`src/rtl/sdr_pkg.sv`:
```
package sdr_pkg;

  typedef enum logic [3:0] {
    CMD_NOP  = 4'd0,
    CMD_ACT  = 4'd1,
    CMD_RD   = 4'd2,
    CMD_WR   = 4'd3,
    CMD_STOP = 4'd4,
    CMD_PRE  = 4'd5,
    CMD_AREF = 4'd6,
    CMD_SREF = 4'd7,
    CMD_LMR  = 4'd8
  } cmd_e;

  // Field positions decoded from the mode word and the address bus
  localparam int MODE_W   = 12;
  localparam int AP_BIT   = 10;
  localparam int WB_BIT   = 9;
  localparam int OPM_HI   = 8;
  localparam int OPM_LO   = 7;
  localparam int CL_HI    = 6;
  localparam int CL_LO    = 4;
  localparam int BL_HI    = 2;
  localparam int BL_LO    = 0;

  function automatic logic mode_reserved(input logic [MODE_W-1:0] m);
    logic opm_bad, bl_bad, cl_bad;
    opm_bad = (m[OPM_HI:OPM_LO] != 2'b00);
    bl_bad  = (m[BL_HI:BL_LO] inside {3'd4, 3'd5, 3'd6});
    cl_bad  = !(m[CL_HI:CL_LO] inside {3'd2, 3'd3});
    return opm_bad | bl_bad | cl_bad;
  endfunction

endpackage

```
`src/rtl/sdr_cmd_decode.sv`:
```
module sdr_cmd_decode
  import sdr_pkg::*;
(
  input  logic chip_sel_n,
  input  logic row_strobe_n,
  input  logic col_strobe_n,
  input  logic wr_strobe_n,
  input  logic clk_en,
  output cmd_e cmd
);

  always_comb begin
    if (chip_sel_n) begin
      cmd = CMD_NOP;
    end else begin
      unique case ({row_strobe_n, col_strobe_n, wr_strobe_n})
        3'b111:  cmd = CMD_NOP;
        3'b011:  cmd = CMD_ACT;
        3'b101:  cmd = CMD_RD;
        3'b100:  cmd = CMD_WR;
        3'b110:  cmd = CMD_STOP;
        3'b010:  cmd = CMD_PRE;
        3'b001:  cmd = clk_en ? CMD_AREF : CMD_SREF;
        default: cmd = CMD_LMR;
      endcase
    end
  end

endmodule

```
`src/rtl/sdr_bank_state.sv`:
```
module sdr_bank_state #(
  parameter int NBANK = 4,
  parameter int BA_W  = $clog2(NBANK)
) (
  input  logic             clk,
  input  logic             rst,
  input  logic             act_en,
  input  logic [BA_W-1:0]  act_bank,
  input  logic             pre_en,
  input  logic             pre_all,
  input  logic [BA_W-1:0]  pre_bank,
  input  logic             ap_en,
  input  logic [BA_W-1:0]  ap_bank,
  output logic [NBANK-1:0] open_q
);

  for (genvar g = 0; g < NBANK; g++) begin : g_bank
    logic set_g, clr_g;
    assign set_g = act_en && (act_bank == BA_W'(g));
    assign clr_g = (ap_en && (ap_bank == BA_W'(g))) ||
                   (pre_en && (pre_all || (pre_bank == BA_W'(g))));

    always_ff @(posedge clk) begin
      if (rst)        open_q[g] <= 1'b0;
      else if (set_g) open_q[g] <= 1'b1;
      else if (clr_g) open_q[g] <= 1'b0;
    end
  end


  pre_all_chk: assert property (@(posedge clk) disable iff (rst)
    (pre_en && pre_all && !act_en) |=> (open_q == '0));


  act_open_chk: assert property (@(posedge clk) disable iff (rst)
    act_en |=> open_q[$past(act_bank)]);

endmodule

```
`src/rtl/sdr_burst_ctrl.sv`:
```
module sdr_burst_ctrl #(
  parameter int COL_W  = 9,
  parameter int MASK_W = 8,
  parameter int BA_W   = 2,
  parameter int CNT_W  = COL_W + 1
) (
  input  logic              clk,
  input  logic              rst,
  input  logic              start,
  input  logic              start_wr,
  input  logic              start_ap,
  input  logic [BA_W-1:0]   start_bank,
  input  logic [CNT_W-1:0]  len,
  input  logic              stop,
  input  logic              cl3,
  input  logic [MASK_W-1:0] bmask,
  output logic              beat_q,
  output logic [MASK_W-1:0] wr_en_q,
  output logic [MASK_W-1:0] rd_oe_q,
  output logic              ap_en,
  output logic [BA_W-1:0]   ap_bank
);

  localparam int MAX_CL  = 3;
  localparam int MASK_LAT = 2;

  logic [CNT_W-1:0]  rem_q, rem_nxt;
  logic              cur_wr_q, cur_ap_q;
  logic [BA_W-1:0]   cur_bank_q;
  logic [MAX_CL-1:0] rhist_q;
  logic [MASK_W-1:0] mhist_q [MASK_LAT];
  logic              active, beat, kind_wr, wbeat, rbeat, slot;

  always_comb begin
    active  = (rem_q != '0);
    beat    = start | (active & ~stop);
    kind_wr = start ? start_wr : cur_wr_q;
    if (start)       rem_nxt = len - 1'b1;
    else if (stop)   rem_nxt = '0;
    else if (active) rem_nxt = rem_q - 1'b1;
    else             rem_nxt = '0;
    ap_en   = beat & (rem_nxt == '0) & (start ? start_ap : cur_ap_q);
    ap_bank = start ? start_bank : cur_bank_q;
    wbeat   = beat & kind_wr;
    rbeat   = beat & ~kind_wr;
    slot    = cl3 ? rhist_q[MAX_CL-1] : rhist_q[MAX_CL-2];
  end

  always_ff @(posedge clk) begin
    if (rst) begin
      rem_q      <= '0;
      cur_wr_q   <= 1'b0;
      cur_ap_q   <= 1'b0;
      cur_bank_q <= '0;
      rhist_q    <= '0;
      beat_q     <= 1'b0;
      wr_en_q    <= '0;
      rd_oe_q    <= '0;
      for (int i = 0; i < MASK_LAT; i++) mhist_q[i] <= '0;
    end else begin
      rem_q   <= rem_nxt;
      if (start) begin
        cur_wr_q   <= start_wr;
        cur_ap_q   <= start_ap;
        cur_bank_q <= start_bank;
      end
      rhist_q    <= {rhist_q[MAX_CL-2:0], rbeat};
      mhist_q[0] <= bmask;
      for (int i = 1; i < MASK_LAT; i++) mhist_q[i] <= mhist_q[i-1];
      beat_q  <= beat;
      wr_en_q <= wbeat ? ~bmask : '0;
      rd_oe_q <= slot ? ~mhist_q[MASK_LAT-1] : '0;
    end
  end


  stop_end_chk: assert property (@(posedge clk) disable iff (rst)
    (stop && !start) |=> (rem_q == '0));


  count_down_chk: assert property (@(posedge clk) disable iff (rst)
    (active && !stop && !start) |=> (rem_q == $past(rem_q) - 1'b1));


  wr_beat_chk: assert property (@(posedge clk) disable iff (rst)
    (wr_en_q != '0) |-> beat_q);

endmodule

```
`src/rtl/sdr_cmd_tracker.sv`:
```
module sdr_cmd_tracker
  import sdr_pkg::*;
#(
  parameter int NBANK  = 4,
  parameter int ADDR_W = 13,
  parameter int COL_W  = 9,
  parameter int MASK_W = 8,
  parameter int BA_W   = $clog2(NBANK)
) (
  input  logic              clk,
  input  logic              rst,
  input  logic              chip_sel_n,
  input  logic              row_strobe_n,
  input  logic              col_strobe_n,
  input  logic              wr_strobe_n,
  input  logic              clk_en,
  input  logic [BA_W-1:0]   bank_sel,
  input  logic [ADDR_W-1:0] addr,
  input  logic [MASK_W-1:0] bmask,
  output logic [3:0]        cmd_o,
  output logic [NBANK-1:0]  bank_open_o,
  output logic              beat_o,
  output logic [MASK_W-1:0] wr_en_o,
  output logic [MASK_W-1:0] rd_oe_o,
  output logic              self_ref_o,
  output logic              mode_err_o,
  output logic              proto_err_o
);

  localparam int CNT_W = COL_W + 1;
  localparam logic [CNT_W-1:0] FULL_PAGE = CNT_W'(1) << COL_W;
  localparam logic [MODE_W-1:0] MODE_RST = MODE_W'(12'h020);

  cmd_e              cmd_raw, cmd_eff, cmd_q;
  logic [MODE_W-1:0] mode_q, mode_nxt;
  logic              self_ref_q, proto_err_q, mode_err_q;
  logic [NBANK-1:0]  open_q;
  logic              bank_is_open, is_rw, rw_ok, is_act, act_ok, err_now;
  logic [CNT_W-1:0]  len, bl_len;
  logic              ap_en;
  logic [BA_W-1:0]   ap_bank;
  logic              unused_bits;

  assign unused_bits = ^{addr[ADDR_W-1:MODE_W], mode_q[3], mode_q[MODE_W-1:AP_BIT]};

  sdr_cmd_decode u_dec (
    .chip_sel_n   (chip_sel_n),
    .row_strobe_n (row_strobe_n),
    .col_strobe_n (col_strobe_n),
    .wr_strobe_n  (wr_strobe_n),
    .clk_en       (clk_en),
    .cmd          (cmd_raw)
  );

  always_comb begin
    cmd_eff      = self_ref_q ? CMD_NOP : cmd_raw;
    bank_is_open = open_q[bank_sel];
    is_rw        = (cmd_eff == CMD_RD) || (cmd_eff == CMD_WR);
    is_act       = (cmd_eff == CMD_ACT);
    rw_ok        = is_rw & bank_is_open;
    act_ok       = is_act & ~bank_is_open;
    err_now      = (is_rw & ~bank_is_open) | (is_act & bank_is_open);
    mode_nxt     = (cmd_eff == CMD_LMR) ? addr[MODE_W-1:0] : mode_q;
    unique case (mode_q[BL_HI:BL_LO])
      3'd0:    bl_len = CNT_W'(1);
      3'd1:    bl_len = CNT_W'(2);
      3'd2:    bl_len = CNT_W'(4);
      3'd3:    bl_len = CNT_W'(8);
      3'd7:    bl_len = FULL_PAGE;
      default: bl_len = CNT_W'(1);
    endcase
    len = ((cmd_eff == CMD_WR) && mode_q[WB_BIT]) ? CNT_W'(1) : bl_len;
  end

  sdr_bank_state #(.NBANK(NBANK), .BA_W(BA_W)) u_banks (
    .clk      (clk),
    .rst      (rst),
    .act_en   (act_ok),
    .act_bank (bank_sel),
    .pre_en   (cmd_eff == CMD_PRE),
    .pre_all  (addr[AP_BIT]),
    .pre_bank (bank_sel),
    .ap_en    (ap_en),
    .ap_bank  (ap_bank),
    .open_q   (open_q)
  );

  sdr_burst_ctrl #(.COL_W(COL_W), .MASK_W(MASK_W), .BA_W(BA_W), .CNT_W(CNT_W)) u_burst (
    .clk        (clk),
    .rst        (rst),
    .start      (rw_ok),
    .start_wr   (cmd_eff == CMD_WR),
    .start_ap   (addr[AP_BIT]),
    .start_bank (bank_sel),
    .len        (len),
    .stop       (cmd_eff == CMD_STOP),
    .cl3        (mode_q[CL_HI:CL_LO] == 3'd3),
    .bmask      (bmask),
    .beat_q     (beat_o),
    .wr_en_q    (wr_en_o),
    .rd_oe_q    (rd_oe_o),
    .ap_en      (ap_en),
    .ap_bank    (ap_bank)
  );

  always_ff @(posedge clk) begin
    if (rst) begin
      cmd_q       <= CMD_NOP;
      mode_q      <= MODE_RST;
      mode_err_q  <= 1'b0;
      self_ref_q  <= 1'b0;
      proto_err_q <= 1'b0;
    end else begin
      cmd_q       <= cmd_eff;
      mode_q      <= mode_nxt;
      mode_err_q  <= mode_reserved(mode_nxt);
      self_ref_q  <= self_ref_q ? ~clk_en : (cmd_raw == CMD_SREF);
      proto_err_q <= proto_err_q | err_now;
    end
  end

  assign cmd_o       = cmd_q;
  assign bank_open_o = open_q;
  assign self_ref_o  = self_ref_q;
  assign mode_err_o  = mode_err_q;
  assign proto_err_o = proto_err_q;


  sticky_err_chk: assert property (@(posedge clk) disable iff (rst)
    proto_err_q |=> proto_err_q);


  sref_quiet_chk: assert property (@(posedge clk) disable iff (rst)
    (self_ref_q && $past(self_ref_q)) |-> (cmd_q == CMD_NOP));


  mode_flag_chk: assert property (@(posedge clk) disable iff (rst)
    (cmd_q != CMD_LMR) |-> $stable(mode_err_q));

endmodule

```
`config.mk`:
```
export PLATFORM = sky130hd
export DESIGN_NAME = sdr_cmd_tracker
export DESIGN_NICKNAME = d
export VERILOG_FILES = /design/src/rtl/sdr_pkg.sv /design/src/rtl/sdr_cmd_decode.sv /design/src/rtl/sdr_bank_state.sv /design/src/rtl/sdr_burst_ctrl.sv /design/src/rtl/sdr_cmd_tracker.sv
export SDC_FILE = /design/constraint.sdc
export NUM_CORES = 1
export LEC_CHECK = 0
export BUFFER_PORTS_ARGS = -buffer_cell sky130_fd_sc_hd__buf_4
export CAP_MARGIN = 25
export CORE_MARGIN = 5
export CORE_UTILIZATION = 50
export DETAILED_ROUTE_END_ITERATION = 16
export PLACE_DENSITY_LB_ADDON = 0.3
export SLEW_MARGIN = 20
export SYNTH_ARGS = -nofsm -noshare
export SYNTH_HDL_FRONTEND = slang
export SYNTH_HIERARCHICAL = 1
export SYNTH_SLANG_ARGS = --single-unit
```
`constraint.sdc`:
```
create_clock -name clk -period 8.7 [get_ports clk]
set_input_delay 0.87 -clock clk [delete_from_list [all_inputs] [get_ports clk]]
set_output_delay 0.87 -clock clk [all_outputs]
set_load 0.01 [all_outputs]
```
# Yosys cells after proc, flatten, opt, wreduce, memory -nomap -nowiden
# Memories as Yosys holds them, arrays and structs flattened.
# Cells that the tools add are included.
[word_totals]
n_memories = 1
word_cells = 142
in_bits = 30
ff_bits = 55
mem_bits_rw = 16
out_inout_bits = 28
[classes]
eq_ne = 30
add_sub_neg = 2
magnitude_cmp = 1
muxes = 30
n_reduce_logical = 36
bitwise_logic = 24
[mem_list]
columns = ["name", "words", "width", "read_ports", "rd_ports_with_merged_regs", "write_ports", "line_no", "source"]
rows = [
  ["u_burst.mhist_q", 2, 8, 2, 0, 2, "sdr_burst_ctrl.sv:31", "logic [MASK_W-1:0] mhist_q [MASK_LAT];"],
]
[op_table]
columns = ["operator", "count"]
rows = [
  ["$mux 10", 4],
  ["$pmux 10 s4", 1],
  ["$pmux 4 s7", 1],
  ["$eq 3x3->1 const B", 8],
  ["$eq 3x2->1 const B", 7],
  ["$sub 10x1->10 const B", 2],
  ["$mux 1", 17],
  ["$mux 8", 2],
  ["$not 8->8", 2],
  ["$logic_and 1x1->1", 13],
  ["$eq 4x3->1 const B", 3],
  ["$reduce_bool 2->1", 6],
  ["$logic_not 10->1", 1],
  ["$reduce_bool 10->1", 1],
  ["$and 1x1->1", 9],
  ["$logic_or 1x1->1", 9],
  ["$mux 9", 1],
  ["$eq 2x2->1 const B", 4],
  ["$eq 4x2->1 const B", 2],
  ["$mux 4", 2],
  ["$or 1x1->1", 7],
  ["$eq 3x1->1 const B", 2],
  ["$not 1->1", 6],
  ["$eq 2x1->1 const B", 2],
  ["other kinds (9)", 11],
]

# Depth between registers and ports, before layout
# Gate-level depths: netlist of the first run.
[logic_depth]
depth_word = 16
depth_mapped = 16
depth_no_buf = 16

# Modules after synthesis
# The synthesis of the first run kept the hierarchy.
[by_module_without_submodules]
columns = ["mod", "area_per_inst_um2", "instances", "seq_area_each_um2", "cells_per_inst"]
rows = [
  ["sdr_burst_ctrl", 1953.1, 1, 1001.0, 204],
  ["sdr_cmd_tracker", 773.2, 1, 320.3, 89],
  ["sdr_bank_state", 226.5, 1, 80.1, 27],
  ["sdr_cmd_decode", 63.8, 1, 0.0, 10],
]

# Worst setup path before layout of the first run
# OpenSTA, ideal clock, no wires.
[synth_timing]
kind = "input -> register"
startpoint = "in chip_sel_n"
endpoint = "reg u_banks.open_q[0]"
t_required_ns = 8.584
arrival_time_ns = 3.904
path_buffers = 1
setup_slack_ns = 4.680
setup_time_ns = 0.116
path_stages = 15
cell_sequence = "nor4_1 > clkbuf_1 > nor2_1 > nand4_1 > nand2_1 > nor3_1 > inv_1 > ha_1 > or3b_2 > xnor2_1 > a221oi_1 > o221ai_1 > nor4_2 > or3b_1 > a41o_1"
[synth_via]
elab_chain_len = 13
word_cells_on_any_way = 30
cone_classes = "add/sub (1); eq/ne (5); mux (8); bitwise (7); reduce/logical (9)"
[synth_lines]
columns = ["item", "line_no", "source"]
rows = [
  ["from (decl)", "sdr_cmd_tracker.sv:12", "input logic chip_sel_n,"],
  ["$mux 4", "sdr_cmd_decode.sv:13", "if (chip_sel_n) begin"],
  ["$mux 4", "sdr_cmd_tracker.sv:56", "cmd_eff = self_ref_q ? CMD_NOP : cmd_raw;"],
  ["$eq 4x2->1", "sdr_cmd_tracker.sv:72", "len = ((cmd_eff == CMD_WR) && mode_q[WB_BIT]) ? CNT_W'(1) : bl_len;"],
  ["$logic_and 1x1->1", "sdr_cmd_tracker.sv:72", ""],
  ["$mux 10", "sdr_cmd_tracker.sv:72", ""],
  ["via len[1]", "sdr_cmd_tracker.sv:39", "logic [CNT_W-1:0] len, bl_len;"],
  ["$sub 10x1->10", "sdr_burst_ctrl.sv:38", "if (start) rem_nxt = len - 1'b1;"],
  ["$mux 10", "sdr_burst_ctrl.sv:38", ""],
  ["$logic_not 10->1", "sdr_burst_ctrl.sv:42", "ap_en = beat & (rem_nxt == '0) & (start ? start_ap : cur_ap_q);"],
  ["$and 1x1->1 (2 in a row)", "sdr_burst_ctrl.sv:42", ""],
  ["via ap_en", "sdr_cmd_tracker.sv:40", "logic ap_en;"],
  ["$logic_and 1x1->1", "sdr_bank_state.sv:20", "assign clr_g = (ap_en && (ap_bank == BA_W'(g))) ||"],
  ["$logic_or 1x1->1", "sdr_bank_state.sv:20", ""],
  ["$reduce_bool 2->1 (no source line)", "n/a", ""],
  ["to (signal, indexed assignment)", "sdr_bank_state.sv:24", "if (rst) open_q[g] <= 1'b0;"],
  ["to (signal, indexed assignment)", "sdr_bank_state.sv:25", "else if (set_g) open_q[g] <= 1'b1;"],
  ["to (signal, indexed assignment)", "sdr_bank_state.sv:26", "else if (clr_g) open_q[g] <= 1'b0;"],
  ["to (decl)", "sdr_bank_state.sv:14", "output logic [NBANK-1:0] open_q"],
]
# The timed path passes the listed nets, and every way through them passes these cells.
# A chain may end at the register's enable or synchronous reset.

# Worst setup path in the final report of the first run
[layout_timing]
startpoint = "in row_strobe_n"
endpoint = "reg u_banks.open_q[0]"
[layout_via]
elab_chain_len = 15
word_cells_on_any_way = 38
cone_classes = "add/sub (1); eq/ne (12); mux (9); bitwise (7); reduce/logical (9)"
[layout_lines]
columns = ["item", "line_no", "source"]
rows = [
  ["from (decl)", "sdr_cmd_tracker.sv:13", "input logic row_strobe_n,"],
  ["$eq 3x1->1, or another cell as far along", "sdr_cmd_decode.sv:16", "unique case ({row_strobe_n, col_strobe_n, wr_strobe_n})"],
  ["$pmux 4 s7 *", "sdr_cmd_decode.sv:16", ""],
  ["$mux 4 *", "sdr_cmd_decode.sv:13", ""],
  ["via cmd_raw[2]", "sdr_cmd_tracker.sv:34", "cmd_e cmd_raw, cmd_eff, cmd_q;"],
  ["$mux 4 *", "sdr_cmd_tracker.sv:56", ""],
  ["$eq 4x2->1 *", "sdr_cmd_tracker.sv:72", ""],
  ["$logic_and 1x1->1 *", "sdr_cmd_tracker.sv:72", ""],
  ["$mux 10 *", "sdr_cmd_tracker.sv:72", ""],
  ["via len[1]", "sdr_cmd_tracker.sv:39", ""],
  ["$sub 10x1->10 *", "sdr_burst_ctrl.sv:38", ""],
  ["$mux 10 *", "sdr_burst_ctrl.sv:38", ""],
  ["$logic_not 10->1 *", "sdr_burst_ctrl.sv:42", ""],
  ["$and 1x1->1 * (2 in a row)", "sdr_burst_ctrl.sv:42", ""],
  ["via ap_en", "sdr_cmd_tracker.sv:40", ""],
  ["$logic_and 1x1->1 *", "sdr_bank_state.sv:20", ""],
  ["$logic_or 1x1->1 *", "sdr_bank_state.sv:20", ""],
  ["$reduce_bool 2->1 (no source line) *", "n/a", ""],
]
# The timed path passes the listed nets; every way through them passes the cells marked *.

==> results, run 1 <==
- The post-layout utilization of the core is 0.6297.
- Of the total power, the share spent switching nets is 0.3130.
- The number of max-cap violations is 0.
- The total of cells resized after clock tree synthesis is 0.
- The endpoint class of the critical path is a register.
- The final-report max-slew violation count is 0.
- Global routing finished with a remaining overflow of 0.
- The hold violation count in the final report is 0.
- Routability-driven placement finished with a final weighted congestion of approximately 0.84.
- In the finished design, the share of the clock period the worst path needs comes to 0.4936.
- The cts-stage hold buffer count is 0.
- The global routing usage summed across all routing layers is 0.1808.
- The data arrival time of the critical path is roughly 4500 ps.
- The worst hold path stage count is 1.
- Of the total power, the clock network draws 0.275.
- Of the cells placed in the final design, the portion with a size suffix greater than 1 is 0.2118.
- The minimum setup slack among reg-to-reg paths is roughly 5000 ps.
- The power share of the combinational group is 0.258.
- The non-filler instance count after layout is between 400 and 500.
- The floorplan step set the die height to between 80 and 90 um.
- The fraction of registers with async set/reset is 0.
- Yosys printed 6 warnings.
- Counting flops with a built-in enable in the synthesized netlist gives 0.
- The H-tree was split into 3 levels.
- Buffers added to address setup during post-CTS repair amount to 0.
- The growth of design area from synthesis to finish is 22.85%.
- The initial antenna violation count was 0.
- The category of the worst setup path launch point is an input pin.
- The final antenna-violating net count is 0.
- The buffer type at the clock tree root is sky130_fd_sc_hd__clkbuf_8.
- The worst min-delay path startpoint is u_burst/mhist_q[0][13].
- The maximum vdd drop is between 100 and 150 uV.
- Averaged over all synthesized cells, the footprint is approximately 9.1 um^2.
- The final critical path time including I/O delays and setup is 4294 ps.
- For hold timing, the worst endpoint is u_burst/rd_oe_q[5].
- The die area is approximately 7700 um^2.
- The mapped cell area is between 3000 and 4000 um^2.
- The first detailed-routing pass took 4 iterations.
- The initial utilization of the core area, before any placement, comes to 0.5125.
- The final cell area excluding filler cells is roughly 3700 um^2.
- The measured slew at the worst slew-check pin is ~650 ps.
- The worst slew margin relative to its limit is 0.5676.
- The ratio of routed vias to standard cells is approximately 5.1.
- The post-synthesis sequential area ratio is 0.4645.
- The post-synthesis cell count is 330.
- The total wire length is just over 6000 um.
- In this run the worst hold path is classified as register to register.
- The number of buffers inserted by port buffering is 54.
- The share of total power dissipated in sequential elements is 0.466.
- The die is 87.68 um wide.
- The required time of the critical path is about 8900 ps.
- The static power due to leakage is 1.648 nW.
- In this run the cell area measured after placement is around 3500 um^2.
- The setup path with the least slack is of type input pin to register.
- Clock tree synthesis found a total of 70 sinks.
- Setup total negative slack on the finished layout was measured at 0 ps.
- After legalization and detailed placement, the total HPWL measured approximately 4500 um.
- The post-layout total power is between 800 and 900 uW.
- After detailed routing, the number of remaining DRC violations is 0.
- After floorplanning, the core was sized to cover about 5900 um^2.
- At the later pin of the worst-skew pair, clock insertion delay measures ~340 ps.
- The end of the worst register-to-register path is u_banks/open_q[0].
- The top-level port count is 58.
- Leaving out fill and tap cells, the most frequent cell in the layout is sky130_fd_sc_hd__dfxtp_1.
- Of all nets on the critical path, the largest fanout is 7.
- For this run, the leading register cell type out of synthesis is sky130_fd_sc_hd__dfxtp_1.
- The clock tree from TritonCTS is done.
- After synthesis the netlist holds a flip-flop and latch count of 70.
- The count of different cell masters after synthesis is a little under 60.
- The first global-routing pass estimated between 10,000 and 15,000 um of wire.
- Once routing completed, OpenROAD measured the worst setup slack at between 4000 and 5000 ps.
- The largest net degree at the start of global routing is slightly below 50.
- The number of placed instances, taps included is approximately 470.
- The final-layout fill cell count is about 530.
- The power per cell area is between 200 and 250 nW/um^2.
- The number of CTS-inserted buffers is 9.
- Timing would allow up to between 200 and 250 MHz.
- In this run the critical register-to-register path is launched from self_ref_o.
- The flow ran to the end, and the final reports show no timing, DRC or antenna violations.
- The library cells used most frequently in the layout, excluding fill and tap cells, are sky130_fd_sc_hd__dfxtp_1 (70), sky130_fd_sc_hd__buf_4 (56), sky130_fd_sc_hd__nor2_1 (36).
- The net count of the finished layout is between 400 and 500.
- The count of inserted antenna diode cells is 0.
- After detailed routing, the average wire length per cell comes to ~13 um.
- The worst hold margin is 381.6 ps.
- The number of global-route vias before repair is ~2,400.
- The post-CTS clock slew at the launch and capture registers of the worst setup and hold paths is roughly 70 ps.
- Measured in cells, the most critical reg-to-reg path has a length of 10.
- The cell row count is 28.
- The via count is roughly 2,500.
- The internal portion of total power is roughly 550 uW.
- The analysis attributes to net switching a power of around 250 uW.
- The clock tree skew after final layout is 6.202 ps.
- The maximum buffer depth of the clock tree is 2.
- The worst slack at placement is a little over 4000 ps.
- Setup violations remaining at the end of the flow were counted as 0.
- The first routing iteration left between 150 and 200 violations.
- Setup repair after global routing left no endpoint under its margin.
[metal layers]
| layer | track usage | up-vias | wire [um] |
|---|---|---|---|
| met5 | 0 | - | 0 |
| met4 | 0.09344 | 0 | 127 |
| met3 | 0.04610 | 10 | 319 |
| met2 | 0.2897 | 52 | 3057 |
| met1 | 0.2241 | 1120 | 2694 |
| li1 | - | 1277 | - |
[registers in the layout (all words and copies together) (netlist names)]
register	flops
cmd_o	4
mode_err_o	1
mode_q	9
proto_err_o	1
self_ref_o	1
u_banks/open_q	4
u_burst/beat_q	1
u_burst/cur_ap_q	1
u_burst/cur_bank_q	2
u_burst/cur_wr_q	1
u_burst/mhist_q	16
u_burst/rd_oe_q	8
u_burst/rem_q	10
u_burst/rhist_q	3
u_burst/wr_en_q	8
[worst max-delay path, cell delays in order]
cell	delay [ps]
sky130_fd_sc_hd__buf_4	120
sky130_fd_sc_hd__or3b_1	380
sky130_fd_sc_hd__a21oi_2	350
sky130_fd_sc_hd__nor2b_1	90
sky130_fd_sc_hd__nand4_1	130
sky130_fd_sc_hd__nand2_1	100
sky130_fd_sc_hd__nor3_1	280
sky130_fd_sc_hd__inv_1	80
sky130_fd_sc_hd__ha_1	230
sky130_fd_sc_hd__or3b_2	220
sky130_fd_sc_hd__xnor2_1	70
sky130_fd_sc_hd__a221oi_1	350
sky130_fd_sc_hd__o221ai_1	200
sky130_fd_sc_hd__nor4_2	400
sky130_fd_sc_hd__or3b_1	400
sky130_fd_sc_hd__a41o_1	230
[cell type report]
cell class	instances	area, um^2	area share
Tap cell	75	93.84	0.02532
Multi-Input combinational cell	251	1574	0.4247
Clock buffer	9	123.9	0.03342
Clock inverter	6	40.04	0.01080
Sequential cell	70	1401	0.3781
Timing Repair Buffer	56	420.4	0.1134
Inverter	14	52.55	0.01418
[Yosys cell counts, drive strengths merged, types with 2 or more instances]
library cell	instances	area, um^2
o22ai	3	18.77
nand4	4	25.02
nor4	8	77.57
o21a	3	22.52
nor2b	29	181.4
nand3	13	65.06
mux2i	7	70.07
and3	6	37.54
and2	5	31.28
nand2b	7	43.79
nand3b	4	30.03
ha	2	25.02
clkbuf	10	37.54
a211oi	2	15.01
o21ai	6	30.03
buf	5	26.27
or3b	4	35.04
inv	13	48.80
mux2	6	71.31
a41o	2	20.02
a21o	2	15.01
or4	4	30.03
nor2	36	135.1
nand2	18	70.07
dfxtp	70	1401
nor4b	6	52.55
nor3	9	45.04
a21oi	13	68.82
xnor2	3	26.28
o31ai	5	37.54
xor2	6	52.55
[power by group through the flow]
stage                     Sequential [mW]  Combinational [mW]  Clock [mW]
final                               0.376               0.209       0.222
after CTS                           0.376               0.208       0.226
after global routing                0.382               0.238       0.241
after floorplan                     0.380               0.154           0
after detailed placement            0.384               0.207           0
after global placement              0.382               0.203           0
[worst max path at each step]
stage / from / endpoint / slack, ps / cells past startpoint
finish: row_strobe_n / u_banks/open_q[0] / 4410 / 16
global placement: row_strobe_n / u_banks/open_q[0] / 4170 / 16
detailed placement: row_strobe_n / u_banks/open_q[0] / 4050 / 16
global route: row_strobe_n / u_banks/open_q[0] / 4090 / 16
floorplan: chip_sel_n / u_banks/open_q[0] / 4680 / 15
CTS: row_strobe_n / u_banks/open_q[0] / 4410 / 16
[logic make-up (layout without fill, tap and decap cells)]
logic type / count (synthesis) / after routing / synth area share
other: 1 / 21 / 0.001243
DFF: 70 / 70 / 0.4645
adders and majority gates: 3 / 3 / 0.01161
and+or+nand+nor: 159 / 159 / 0.3011
muxes: 14 / 14 / 0.05433
buffers and inverters: 29 / 85 / 0.03857
AOI/OAI and AO/OA: 45 / 45 / 0.1025
xor gates and xnor gates: 9 / 9 / 0.02613
Note: power is estimated with default switching activity, not from simulation.
==> inputs of run 2 (changes only) <==
--- a/config.mk
+++ b/config.mk
@@ -5,6 +5,7 @@
 export SDC_FILE = /design/constraint.sdc
 export NUM_CORES = 1
 export LEC_CHECK = 0
+export ABC_AREA = 1
 export BUFFER_PORTS_ARGS = -buffer_cell sky130_fd_sc_hd__buf_4
 export CAP_MARGIN = 25
 export CORE_MARGIN = 5
==> constraint.sdc (replaced) <==
create_clock -name clk -period 4.35 [get_ports clk]
set_input_delay 0.435 -clock clk [delete_from_list [all_inputs] [get_ports clk]]
set_output_delay 0.435 -clock clk [all_outputs]
set_load 0.01 [all_outputs]
==> run 2 against run 1 <==
Net effect: clock-buffer cell count is the same; design area grew 4.3%; highest routed layer unchanged; critical endpoint is now u_banks/open_q[1]; critical path type unchanged; sequential cell count is the same; largest cell class unchanged.
==> results, run 2 <==
- The number of global-route vias before repair is 2,548 (was 2,368).
- The clock insertion delay at the later pin of the skew report came to 340 ps (about the same).
- The number of sinks handled by clock tree synthesis was 70 (unchanged).
- The final antenna-violating net count was 0 (unchanged).
- The static power due to leakage is 1.974 nW (was 1.648 nW).
- The portion of total power attributed to the clock network is 0.285 (was 0.275).
- The start-to-end type of the worst setup path was input pin to register (unchanged).
- The complex-gate fraction of the synthesized area came to 0.07278 (was 0.1024).
- The portion of synthesized cell area occupied by the leading cell type is 0.4430 (was 0.4645).
- The mapped cell area came to 3163 um^2 (was 3017 um^2).
- The growth of design area from synthesis to finish is 22.23% (was 22.85%).
- The endpoint class of the critical path is a register (unchanged).
- The post-route clock period utilization is 0.7265.
- The floorplan core area is 6241 um^2 (was 5886 um^2).
- The number of design-rule violations left by the first detailed-router iteration is 120 (was 158).
- The maximum vdd drop is 299.8 uV (was 112.4 uV).
- The final-layout fill cell count is 579 (was 531).
- The vertical extent of the die came to 89.54 um (was 87.68 um).
- Status: complete, no violations (unchanged).
- The net total in the final layout is 557 (was 434).
- The largest register by flop count was u_burst/mhist_q (unchanged).
- The half-perimeter wire length of the detailed placement result was 4750 um (was 4540 um).
- The fraction of power spent switching nets is 0.3346 (was 0.3130).
- The effective utilization at floorplan was 0.5068 (was 0.5125).
- Top cells by count, synth: sky130_fd_sc_hd__nor2_1 (97), sky130_fd_sc_hd__nand2_1 (90), sky130_fd_sc_hd__dfxtp_1 (70) (was sky130_fd_sc_hd__dfxtp_1 (70), sky130_fd_sc_hd__nor2_1 (36), sky130_fd_sc_hd__nor2b_1 (29)).
- The maximum buffer depth of the clock tree was 2 (unchanged).
- The number of detailed-routing iterations run before antenna repair is 5 (was 4).
- The data arrival time of the critical path is 3370 ps (was 4530 ps).
- The power share of the sequential group was 0.422 (was 0.466).
- The dominant cell type by area after synthesis is sky130_fd_sc_hd__dfxtp_1 (unchanged).
- The total wire length is 6153 um (was 6199 um).
- The post-synthesis cell count is 453 (was 330).
- The post-CTS clock slew at the launch and capture registers of the worst setup and hold paths is 70 ps (about the same).
- Unrepaired setup endpoints after global routing: no (unchanged).
- The non-filler instance count after layout is 606 (was 481).
- The worst-path maximum fanout is 6 (was 7).
- The mean area per synthesized cell is 6.982 um^2 (was 9.141 um^2).
- The number of post-CTS setup repair buffers is 0 (unchanged).
- The H-tree depth reported by CTS is 3 (unchanged).
- The wire length on met2 is 3088 um (was 3057 um).
- The power share of the combinational group is 0.293 (was 0.258).
- The parity-gate share of the synthesized area counting xor and xnor cells is 0.01661 (was 0.02613).
- The library cell with the highest instance count after synthesis was sky130_fd_sc_hd__nor2_1 (was sky130_fd_sc_hd__dfxtp_1).
- The combinational family with the most area after synthesis is simple AND/OR/NAND/NOR gates (unchanged).
- The count of different cell masters after synthesis is 35 (was 58).
- The final weighted congestion of routability-driven global placement is 0.7993 (was 0.8409).
- Dominant cells by area after synthesis: sky130_fd_sc_hd__dfxtp_1 (44%), sky130_fd_sc_hd__nor2_1 (12%), sky130_fd_sc_hd__nand2_1 (11%) (was sky130_fd_sc_hd__dfxtp_1 (46%), sky130_fd_sc_hd__nor2b_1 (6.0%), sky130_fd_sc_hd__nor2_1 (4.5%)).
- The global-route wire length before repair is 10,380 um (was 10,760 um).
- The post-layout total power was 1.751 mW (was 806.8 uW).
- The worst hold margin is 251.1 ps (was 381.6 ps).
- The top-level port count is 58 (unchanged).
- Most used cells in the layout excluding fill and tap cells: sky130_fd_sc_hd__nor2_1 (97), sky130_fd_sc_hd__nand2_1 (90), sky130_fd_sc_hd__dfxtp_1 (70) (was sky130_fd_sc_hd__dfxtp_1 (70), sky130_fd_sc_hd__buf_4 (56), sky130_fd_sc_hd__nor2_1 (36)).
- The post-synthesis sequential area ratio is 0.4430 (was 0.4645).
- The required time of the critical path came to 4560 ps (was 8940 ps).
- The post-layout utilization of the core was 0.6195 (was 0.6297).
- The buffer type at the clock tree root is sky130_fd_sc_hd__clkbuf_8 (unchanged).
- The wire length on met3 is 197 um (was 319 um).
- The total of cells resized after clock tree synthesis is 0 (unchanged).
- The warning count from the yosys run is 6 (unchanged).
- The register area is 1401 um^2 (unchanged).
- The power per cell area is 453.0 nW/um^2 (was 217.7 nW/um^2).
- The measured slew at the worst slew-check pin is 560.1 ps (was 648.6 ps).
- The cell row count was 29 (was 28).
- The most common library cell in the layout ignoring fill and taps is sky130_fd_sc_hd__nor2_1 (was sky130_fd_sc_hd__dfxtp_1).
- The number of flip-flops under the largest register name is 16 (unchanged).
- The category of the worst setup path launch point is an input pin (unchanged).
- The clock tree skew after final layout was 6.983 ps (was 6.202 ps).
- The synthesis-stage register bit count was 70 (unchanged).
- The global routing usage summed across all routing layers is 0.1679 (was 0.1808).
- The total global routing overflow came to 0 (unchanged).
- The via count is 2,769 (was 2,459).
- The sum of routed wire segments on met1 was 2756 um (was 2694 um).
- The highest clock frequency the design can meet is between 300 and 400 MHz.
- The number of buffers inserted by port buffering is 54 (unchanged).
- The number of CTS-inserted buffers came to 9 (unchanged).
- The count of inserted antenna diode cells is 0 (unchanged).
- The number of placed instances, taps included is 591 (was 466).
- The clock tree from TritonCTS is done (unchanged).
- The cts-stage hold buffer count is 0 (unchanged).
- The class of the tightest hold or removal check is input pin to register (was register to register).
- The internal portion of total power is 1.165 mW (was 554.3 uW).
- The area share of fa/ha/maj cells after synthesis came to 0.007911 (was 0.01161).
- The die boundary width is 89.54 um (was 87.68 um).
- The number of max-cap violations is 0 (unchanged).
- The number of enable flip-flop cells after synthesis came to 0 (unchanged).
- The share of final-layout standard cells stronger than drive strength 1 came to 0.1947 (was 0.2118).
- The switching power was 586.1 uW (was 252.5 uW).
- The largest net degree at the start of global routing is 46 (was 49).
- The multiplexer share of the synthesized area is 0 (was 0.05433).
- The final-report max-slew violation count is 0 (unchanged).
- The smallest clock period supported by the final layout is computed as roughly 3200 ps.
- The hold violation count in the final report is 0 (unchanged).
- The detailed-route wire length per cell is 10.15 um (was 12.89 um).
- The prevailing post-synth register cell is sky130_fd_sc_hd__dfxtp_1 (unchanged).
- Regs by FF count: u_burst/mhist_q x16, u_burst/rem_q x10, mode_q x9 (unchanged).
- The die area came to 8017 um^2 (was 7687 um^2).
- The top routing layer in use was met4 (unchanged).
- The worst slew margin relative to its limit is 0.6231 (was 0.5676).
- The fraction of registers with async set/reset is 0 (unchanged).
- The multi-input gate area in the final layout came to 1476 um^2 (was 1574 um^2).
- The basic-gate share of the synthesized area counting and, or, nand and nor cells is 0.3528 (was 0.3011).
- The initial antenna violation count came to 0 (unchanged).
- The final number of setup-violating endpoints was 0 (unchanged).
- The sum of negative setup slack is 0 ps (unchanged).
- The ratio of routed vias to standard cells is 4.569 (was 5.112).
- The DRC violation count after routing came to 0 (unchanged).
-- run 2: final timing paths --
path                         start                 end  slack (ps)  depth (start not counted)
max reg2reg             self_ref_o   u_banks/open_q[1]        1510                         21
min                       bmask[0]  u_burst/wr_en_q[0]         250                          2
max                     chip_sel_n   u_banks/open_q[1]        1190                         22
min reg2reg  u_burst/mhist_q[0][9]  u_burst/rd_oe_q[1]         390                          1
-- run 2: layer usage --
layer,GRT usage,up-vias
met2,0.2867,33
met4,0.07307,0
met3,0.04516,9
met1,0.1973,1219
li1,-,1508
met5,0,-
-- run 2: final cells by class --
cell class              count  share of cell area
clock inverters             6             0.01650
inverters                  77             0.07540
clock buffers               9             0.03204
multi-input cells         312              0.3819
well taps                  77             0.02492
repair buffers             55              0.1068
flip-flops and latches     70              0.3625
-- run 2: per-stage QoR --
stage	worst slack, ps	area, um^2
after CTS	1241	3866
after detailed placement	891.4	3679
after global routing	865.1	3866
final	1190	3866
after floorplan	1455	3212
after global placement	961.1	3679
-- run 2: kinds of logic (layout without fill, tap and decap cells) --
family | count (synthesis) | count (layout)
other | 1 | 14
flip-flops | 70 | 70
AO/OA/AOI/OAI | 42 | 42
buffers and inverters | 84 | 147
AND/OR/NAND/NOR | 248 | 248
adder cells (fa/ha/maj) | 2 | 2
XOR/XNOR | 6 | 6
-- run 2: critical path, stage by stage --
cell and delay [ps]:
sky130_fd_sc_hd__buf_4 110, sky130_fd_sc_hd__or2_1 250, sky130_fd_sc_hd__a21oi_2 290, sky130_fd_sc_hd__nand2_1 180, sky130_fd_sc_hd__nor3_2 270, sky130_fd_sc_hd__nand2_1 160
sky130_fd_sc_hd__o31ai_1 130, sky130_fd_sc_hd__inv_1 110, sky130_fd_sc_hd__ha_1 230, sky130_fd_sc_hd__xor2_1 140, sky130_fd_sc_hd__nand2_1 60, sky130_fd_sc_hd__o21ai_0 110
sky130_fd_sc_hd__nor2_1 120, sky130_fd_sc_hd__nand2_1 60, sky130_fd_sc_hd__nor2_1 100, sky130_fd_sc_hd__nand2_1 70, sky130_fd_sc_hd__nor2_2 220, sky130_fd_sc_hd__nand3_1 110
sky130_fd_sc_hd__nand2_1 60, sky130_fd_sc_hd__inv_1 40, sky130_fd_sc_hd__nand2_1 50, sky130_fd_sc_hd__a21oi_1 50
-- run 2: power by group through the flow --
stage                     clock [mW]  combinational, mW  sequential (mW)
after global routing           0.544              0.582            0.748
final                          0.499              0.513            0.740
after global placement             0              0.504            0.753
after CTS                      0.514              0.517            0.740
after floorplan                    0              0.382            0.757
after detailed placement           0              0.514            0.755
